<file path="src/rtl/pwm_bank_pkg.sv">
package pwm_bank_pkg;
  parameter int CNT_W = 24;
  parameter int PS_W  = 3;
  parameter int PS_STRIDE = 4;
  parameter int POL_BASE  = 8;

  typedef struct packed {
    logic [PS_W-1:0]  div;
    logic [CNT_W-1:0] per;
    logic [CNT_W-1:0] act;
  } chan_cfg_t;
endpackage

</file>
<file path="src/rtl/pwm_bank_regs.sv">
module pwm_bank_regs
  import pwm_bank_pkg::*;
#(
  parameter int N_CH   = 6,
  parameter int DATA_W = 32,
  parameter int ADDR_W = 4,
  parameter logic [DATA_W-1:0] CTRL_RST = 32'h3F3F3F00
) (
  input  logic              clk,
  input  logic              rst_n,
  input  logic              wr_en,
  input  logic              rd_en,
  input  logic [ADDR_W-1:0] addr,
  input  logic [DATA_W-1:0] wr_data,
  output logic [DATA_W-1:0] rd_data,
  output logic [N_CH-1:0]   run_bits,
  output logic [N_CH-1:0]   pol_bits,
  output chan_cfg_t         cfg [N_CH]
);
  localparam int A_CTRL = 0;
  localparam int A_DIV  = 1;
  localparam int A_BASE = 2;

  logic [DATA_W-1:0] ctrl_q, div_q;
  logic [CNT_W-1:0]  per_q [N_CH];
  logic [CNT_W-1:0]  act_q [N_CH];
  logic [DATA_W-1:0] rd_mux;

  always_ff @(posedge clk or negedge rst_n) begin
    if (!rst_n) begin
      ctrl_q <= CTRL_RST;
      div_q  <= '0;
      for (int i = 0; i < N_CH; i++) begin
        per_q[i] <= '0;
        act_q[i] <= '0;
      end
    end else if (wr_en) begin
      if (int'(addr) == A_CTRL) ctrl_q <= wr_data;
      if (int'(addr) == A_DIV)  div_q  <= wr_data;
      for (int i = 0; i < N_CH; i++) begin
        if (int'(addr) == A_BASE + 2*i)     per_q[i] <= wr_data[CNT_W-1:0];
        if (int'(addr) == A_BASE + 2*i + 1) act_q[i] <= wr_data[CNT_W-1:0];
      end
    end
  end

  always_comb begin
    rd_mux = '0;
    if (int'(addr) == A_CTRL) rd_mux = ctrl_q;
    if (int'(addr) == A_DIV)  rd_mux = div_q;
    for (int i = 0; i < N_CH; i++) begin
      if (int'(addr) == A_BASE + 2*i)     rd_mux = DATA_W'(per_q[i]);
      if (int'(addr) == A_BASE + 2*i + 1) rd_mux = DATA_W'(act_q[i]);
    end
  end

  always_ff @(posedge clk or negedge rst_n) begin
    if (!rst_n)     rd_data <= '0;
    else if (rd_en) rd_data <= rd_mux;
  end

  for (genvar g = 0; g < N_CH; g++) begin : g_fan
    assign run_bits[g] = ctrl_q[g];
    assign pol_bits[g] = ctrl_q[POL_BASE + g];
    assign cfg[g].div  = div_q[PS_STRIDE*g +: PS_W];
    assign cfg[g].per  = per_q[g];
    assign cfg[g].act  = act_q[g];
  end

  AST_CTRL_WRITE: assert property (@(posedge clk) disable iff (!rst_n)
    (wr_en && int'(addr) == A_CTRL) |=> (ctrl_q == $past(wr_data))) else $error("ctrl write lost");
  AST_READ_HOLD: assert property (@(posedge clk) disable iff (!rst_n)
    !rd_en |=> $stable(rd_data)) else $error("rd_data moved without strobe");
endmodule

</file>
<file path="src/rtl/pwm_bank_chan.sv">
module pwm_bank_chan
  import pwm_bank_pkg::*;
(
  input  logic      clk,
  input  logic      rst_n,
  input  logic      run_i,
  input  logic      pol_i,
  input  chan_cfg_t cfg_i,
  output logic      pwm_o
);
  localparam logic [CNT_W-1:0] MIN_PER = CNT_W'(2);
  localparam logic [CNT_W-1:0] ONE     = CNT_W'(1);

  logic             run_d, live;
  logic [PS_W-1:0]  div_l, pre_cnt;
  logic [CNT_W-1:0] per_l, act_l, cnt;
  logic             active;

  always_ff @(posedge clk or negedge rst_n) begin
    if (!rst_n) begin
      run_d   <= 1'b0;
      live    <= 1'b0;
      div_l   <= '0;
      per_l   <= MIN_PER;
      act_l   <= '0;
      cnt     <= '0;
      pre_cnt <= '0;
    end else begin
      run_d <= run_i;
      if (!run_i) begin
        live    <= 1'b0;
        cnt     <= '0;
        pre_cnt <= '0;
      end else if (!run_d) begin
        live    <= 1'b1;
        div_l   <= cfg_i.div;
        per_l   <= (cfg_i.per < MIN_PER) ? MIN_PER : cfg_i.per;
        act_l   <= cfg_i.act;
        cnt     <= '0;
        pre_cnt <= '0;
      end else if (live) begin
        if (pre_cnt == div_l) begin
          pre_cnt <= '0;
          cnt     <= (cnt == per_l - ONE) ? '0 : cnt + ONE;
        end else begin
          pre_cnt <= pre_cnt + 1'b1;
        end
      end
    end
  end

  assign active = live && (cnt < act_l);
  assign pwm_o  = pol_i ? active : !active;

  AST_CNT_IN_PERIOD: assert property (@(posedge clk) disable iff (!rst_n)
    live |-> (cnt < per_l)) else $error("count beyond period");
  AST_PRE_IN_DIV: assert property (@(posedge clk) disable iff (!rst_n)
    live |-> (pre_cnt <= div_l)) else $error("divider overrun");
  AST_STAGED_HOLD: assert property (@(posedge clk) disable iff (!rst_n)
    (live && run_i) |=> ($stable(div_l) && $stable(per_l) && $stable(act_l))) else $error("reload without run edge");
  AST_ZERO_ACT_IDLE: assert property (@(posedge clk) disable iff (!rst_n)
    (act_l == '0) |-> (pwm_o == !pol_i)) else $error("zero length not idle");
  AST_STOP_IDLE: assert property (@(posedge clk) disable iff (!rst_n)
    $fell(run_i) |=> (pwm_o == !pol_i)) else $error("output not idle after stop");
  AST_MIN_PERIOD: assert property (@(posedge clk) disable iff (!rst_n)
    live |-> (per_l >= MIN_PER)) else $error("period below minimum");
endmodule

</file>
<file path="src/rtl/pwm_bank.sv">
module pwm_bank
  import pwm_bank_pkg::*;
#(
  parameter int N_CH   = 6,
  parameter int DATA_W = 32,
  parameter int ADDR_W = 4
) (
  input  logic              clk,
  input  logic              rst_n,
  input  logic              wr_en,
  input  logic              rd_en,
  input  logic [ADDR_W-1:0] addr,
  input  logic [DATA_W-1:0] wr_data,
  output logic [DATA_W-1:0] rd_data,
  output logic [N_CH-1:0]   pwm_out
);
  localparam int N_WORDS = 2 + 2*N_CH;

  logic [N_CH-1:0] run_bits, pol_bits;
  chan_cfg_t       cfg [N_CH];

  pwm_bank_regs #(.N_CH(N_CH), .DATA_W(DATA_W), .ADDR_W(ADDR_W)) u_regs (
    .clk, .rst_n, .wr_en, .rd_en, .addr, .wr_data, .rd_data,
    .run_bits, .pol_bits, .cfg
  );

  for (genvar g = 0; g < N_CH; g++) begin : g_ch
    pwm_bank_chan u_ch (
      .clk   (clk),
      .rst_n (rst_n),
      .run_i (run_bits[g]),
      .pol_i (pol_bits[g]),
      .cfg_i (cfg[g]),
      .pwm_o (pwm_out[g])
    );
  end

  initial begin
    AST_ADDR_FITS: assert ((1 << ADDR_W) >= N_WORDS) else $error("address too narrow");
  end
endmodule

</file>
<file path="config.mk">
export PLATFORM = sky130hd
export DESIGN_NAME = pwm_bank
export DESIGN_NICKNAME = d
export VERILOG_FILES = /design/src/rtl/pwm_bank_pkg.sv /design/src/rtl/pwm_bank_regs.sv /design/src/rtl/pwm_bank_chan.sv /design/src/rtl/pwm_bank.sv
export SDC_FILE = /design/constraint.sdc
export NUM_CORES = 2
export LEC_CHECK = 0
export BUFFER_PORTS_ARGS = -buffer_cell sky130_fd_sc_hd__buf_2
export CAP_MARGIN = 20
export CORE_UTILIZATION = 46
export DETAILED_ROUTE_END_ITERATION = 12
export GPL_ROUTABILITY_DRIVEN = 0
export PLACE_DENSITY = 0.74
export SETUP_SLACK_MARGIN = 0.2
export SYNTH_ARGS = -nofsm -noshare
export SYNTH_HDL_FRONTEND = slang
export SYNTH_SLANG_ARGS = --single-unit
</file>
<file path="constraint.sdc">
create_clock -name clk -period 3.04 [get_ports clk]
set_clock_uncertainty 0.05 [all_clocks]
set_input_delay 0 -clock clk [delete_from_list [all_inputs] [get_ports clk]]
set_output_delay 0 -clock clk [all_outputs]
set_load 0.1 [all_outputs]
</file>
==> flow_metrics.py <==
metrics = {
    "critical_path": {
        "reg2reg_slack_ns": -0.08,
        "crit_type": "flop to flop",
        "critPathMaxFanout": 7,
        "start_kind": "flop",
        "cp_data_required_time_ns": 3.47,
        "reg2reg_to": "g_ch[3].u_ch.cnt[8]",
        "r2r_cells": 10,
        "worstSetupEndpointType": "flop",
        "cp.arrival_ns": 3.55,
        "worstReg2RegStart": "g_ch[3].u_ch.per_l[12]",
    },
    "routing": {
        "vias": 35372,
        "avgRoutedWirePerCell_um": 23.3,
        "viasPerCell": 6.08,
        "met1_length_um": 57500,
        "drc": 0,
        "firstDrtPassIters": 8,
        "top_layer": "met5",
        "met3_wirelength_um": 11200,
        "drt-total-wl_um": 135000,
        "ant_nets": 0,
        "dr.first_iter.drc_count": 3374,
        "wl_met2_um": 60300,
    },
    "sta": {
        "drv_slew": 0,
        "finalSetupViolCount": 72,
        "fin_ws_ns": -0.0824,
        "min_period_over_period": 1.03,
        "rsz0062_at_grt": "yes",
        "max_freq_ghz": 0.320,
        "hold_ws_ns": -0.0272,
        "tns_ns": -2.39,
        "period_needed_ns": 3.12,
        "worst_pin_slew_ns": 1.06,
        "hold_violations": 31,
        "max_slew_margin": 0.284,
    },
    "clock_tree": {
        "clkTransAtPathRegs_ns": 0.06,
        "cts_max_path_buffers": 3,
        "cts_tree": "yes",
        "clockRootBuffer": "clkbuf_16",
        "cts_max_level": 3,
        "clkSinkCount": 864,
        "clk_latency_ns": 0.68,
        "cts_buffers": 89,
    },
    "global_routing": {
        "grt_use_total": 0.263,
        "grt-ovfl-total": 0,
        "grt_max_degree": 95,
        "antenna_found_initial": 13,
        "grt_pass1_wl_um": 209000,
        "grt_pass1_vias": 35009,
    },
    "yosys": {
        "syn_inst": 4166,
        "ys_types": 96,
        "synth.avg_cell_area_sq_um": 11.1,
        "yosys_warnings": 0,
        "synthArstFlopShare": 1.00,
        "syn-num-nets": 4362,
        "synth_most_common_cell": "dfrtp_1",
        "synth-compound-area-share": 0.0879,
        "ys_ff_latch": 864,
        "synthXorXnorAreaFrac": 0.0563,
        "yosys.area_share.simple": 0.125,
        "muxShareOfSynthArea": 0.185,
        "synthAdderAreaFrac": 0.0425,
        "synth-edff-count": 0,
        "synth.top_cell.area_share": 0.455,
        "synth_top_family_by_area": "multiplexers",
        "synth_area_leader_cell": "dfrtp_1",
        "synthFlopType": "dfrtp_1",
        "syn_area_sq_um": 46200,
        "synth_commonest_cells": "840 x dfrtp_1, 671 x mux2_2, 293 x nor2_1",
        "seq_area_frac_synth": 0.469,
        "yosys-top-cells-area": "dfrtp_1 45%, mux2_2 16%, ha_1 4.2%",
    },
    "power": {
        "power.internal_uw": 29700,
        "irDropWorstVdd_uv": 672,
        "p_per_area_nw_per_um2": 838,
        "clkPwrFrac": 0.257,
        "pwr-share-seq": 0.394,
        "power.switching_uw": 16600,
        "power_leakage_uw": 0.0241,
        "swShare": 0.359,
        "comb_power_share": 0.349,
    },
    "run": {
        "maxCapViolCount": 0,
    },
    "floorplanning": {
        "rows": 115,
        "io_pins": 78,
        "core_region_area_sq_um": 99000,
        "start_util": 0.467,
        "dieArea_sq_um": 102000,
        "die_h_um": 319,
        "die_x_um": 319,
    },
    "outcome": {
        "status": "finished, violations left",
        "violations": "hold timing, setup timing",
    },
    "placed_design": {
        "dp_cells": 5531,
        "port_buffers": 77,
        "place_hpwl_um": 95100,
        "dpl_cell_area_sq_um": 49500,
    },
    "cells_and_area": {
        "fill_cells": 7915,
        "syn2layout_area_growth_pct": 19.7,
        "nets": 4650,
        "fin_cells": 5816,
        "drive_gt1_frac": 0.343,
        "final_area_sq_um": 55300,
    },
    "worst_hold_path": {
        "hold_class": "primary input to asynchronous set/reset pin",
    },
}
[worst max-delay path: stages, from the launching register on]
cell	delay, ns
dfrtp_1	0.38
or3_4	0.40
or4_4	0.48
or4b_4	0.58
mux2i_2	0.18
mux2i_1	0.20
a21oi_2	0.11
o31ai_4	0.25
buf_6	0.15
buf_12	0.11
a211oi_2	0.04
[power by group through the flow]
stage | clock [uW] | combinational, uW | sequential, uW
after CTS | 12000 | 15400 | 18100
final | 11900 | 16200 | 18300
after global routing | 12500 | 17400 | 18600
after floorplan | 0 | 10100 | 17300
after global placement | 0 | 14000 | 18000
after detailed placement | 0 | 14500 | 18200
[logic make-up (layout without fill, tap and decap cells)]
logic type / after synthesis / after routing
muxes: 739 / 739
xor gates and xnor gates: 297 / 297
AOI/OAI and AO/OA: 592 / 592
adders and majority gates: 157 / 157
buffers and inverters: 415 / 771
and+or+nand+nor: 1102 / 1102
other: 0 / 7
DFF: 864 / 864
[placed cells by master (no fill, tap or decap), types with 19 or more instances in the layout]
master | Yosys | final
dfrtp_1 | 840 | 813
mux2_2 | 671 | 670
buf_4 | 9 | 245
nor2_1 | 293 | 217
inv_1 | 200 | 189
nand2_1 | 174 | 174
xnor2_1 | 157 | 156
ha_1 | 156 | 144
xor2_1 | 140 | 140
nand3_1 | 144 | 138
o21ai_0 | 122 | 101
a21oi_1 | 111 | 97
clkbuf_16 | 0 | 93
nor3_1 | 91 | 82
buf_2 | 11 | 69
nand4_1 | 66 | 66
nor2_4 | 0 | 61
nor4_1 | 71 | 59
a21o_1 | 48 | 48
mux2i_1 | 44 | 42
a22oi_1 | 42 | 42
and3_1 | 39 | 39
dlygate4sd3_1 | 0 | 38
o22ai_1 | 36 | 34
buf_12 | 0 | 29
dfrtp_2 | 0 | 27
nor2_2 | 10 | 25
or3_1 | 31 | 24
o41ai_1 | 25 | 24
mux4_2 | 24 | 24
dfstp_2 | 24 | 24
clkbuf_8 | 0 | 22
nor3b_1 | 25 | 21
nand2b_1 | 25 | 19
buf_6 | 4 | 19
[state kept, by name (all words and copies together) (netlist names)]
signal and cells:
u_regs.cfg 288, g_ch.u_ch.act_l 144, g_ch.u_ch.cnt 144, g_ch.u_ch.per_l 144, u_regs.ctrl_q 32, u_regs.div_q 32
u_regs.rd_data 32, g_ch.u_ch.div_l 18, g_ch.u_ch.pre_cnt 18, g_ch.u_ch.live 6, g_ch.u_ch.run_d 6
[what timing repair did]
action	4_1_cts	5_1_grt
hold buffers	38	0
resized for setup	187	165
cloned	10	2
endpoints found under the hold margin	1014	0
pin swaps	83	65
endpoints found under the setup margin	145	150
setup buffers	49	20
[area by class of cell]
cell class              instances  area [sq um]  area share
well taps                    1287          1610      0.0291
diodes                          7          17.5    0.000317
inverters                     200           753      0.0136
clock inverters                37           588      0.0106
clock buffers                 122          2610      0.0473
repair buffers                412          3660      0.0663
flip-flops and latches        864         21700       0.392
multi-input cells            2887         24400       0.441
[worst max-delay path by stage]
stage                      startpoint                    to  slack, ns  depth (start not counted)
2_1_floorplan   g_ch[1].u_ch.per_l[0]  g_ch[1].u_ch.cnt[13]      -0.04                         12
3_3_place_gp    g_ch[0].u_ch.per_l[5]  g_ch[0].u_ch.cnt[17]      -0.02                         10
5_1_grt           g_ch[4].u_ch.cnt[9]            pwm_out[4]      -0.21                         12
6_report       g_ch[3].u_ch.per_l[12]   g_ch[3].u_ch.cnt[8]      -0.08                         10
3_5_place_dp    g_ch[0].u_ch.per_l[5]  g_ch[0].u_ch.cnt[12]      -0.03                         10
4_1_cts         g_ch[0].u_ch.per_l[0]  g_ch[0].u_ch.cnt[17]      -0.03                         11
[routing by layer]
metal | vias to the layer above | track usage
met2 | 1422 | 0.397
met4 | 10 | 0.117
met1 | 17967 | 0.363
li1 | 15670 | -
met3 | 303 | 0.0549
met5 | - | 0
[through the flow]
| stage | util | setup WS (ns) | power (uW) |
|---|---|---|---|
| final | 0.559 | -0.0824 | 46300 |
| after global routing | 0.559 | -0.211 | 48500 |
| after CTS | 0.549 | -0.0281 | 45500 |
| after detailed placement | 0.500 | -0.0309 | 32700 |
| after global placement | 0.500 | -0.0152 | 32100 |
| after floorplan | - | -0.0445 | 27500 |
No activity file was read; power rests on OpenSTA's default activity.
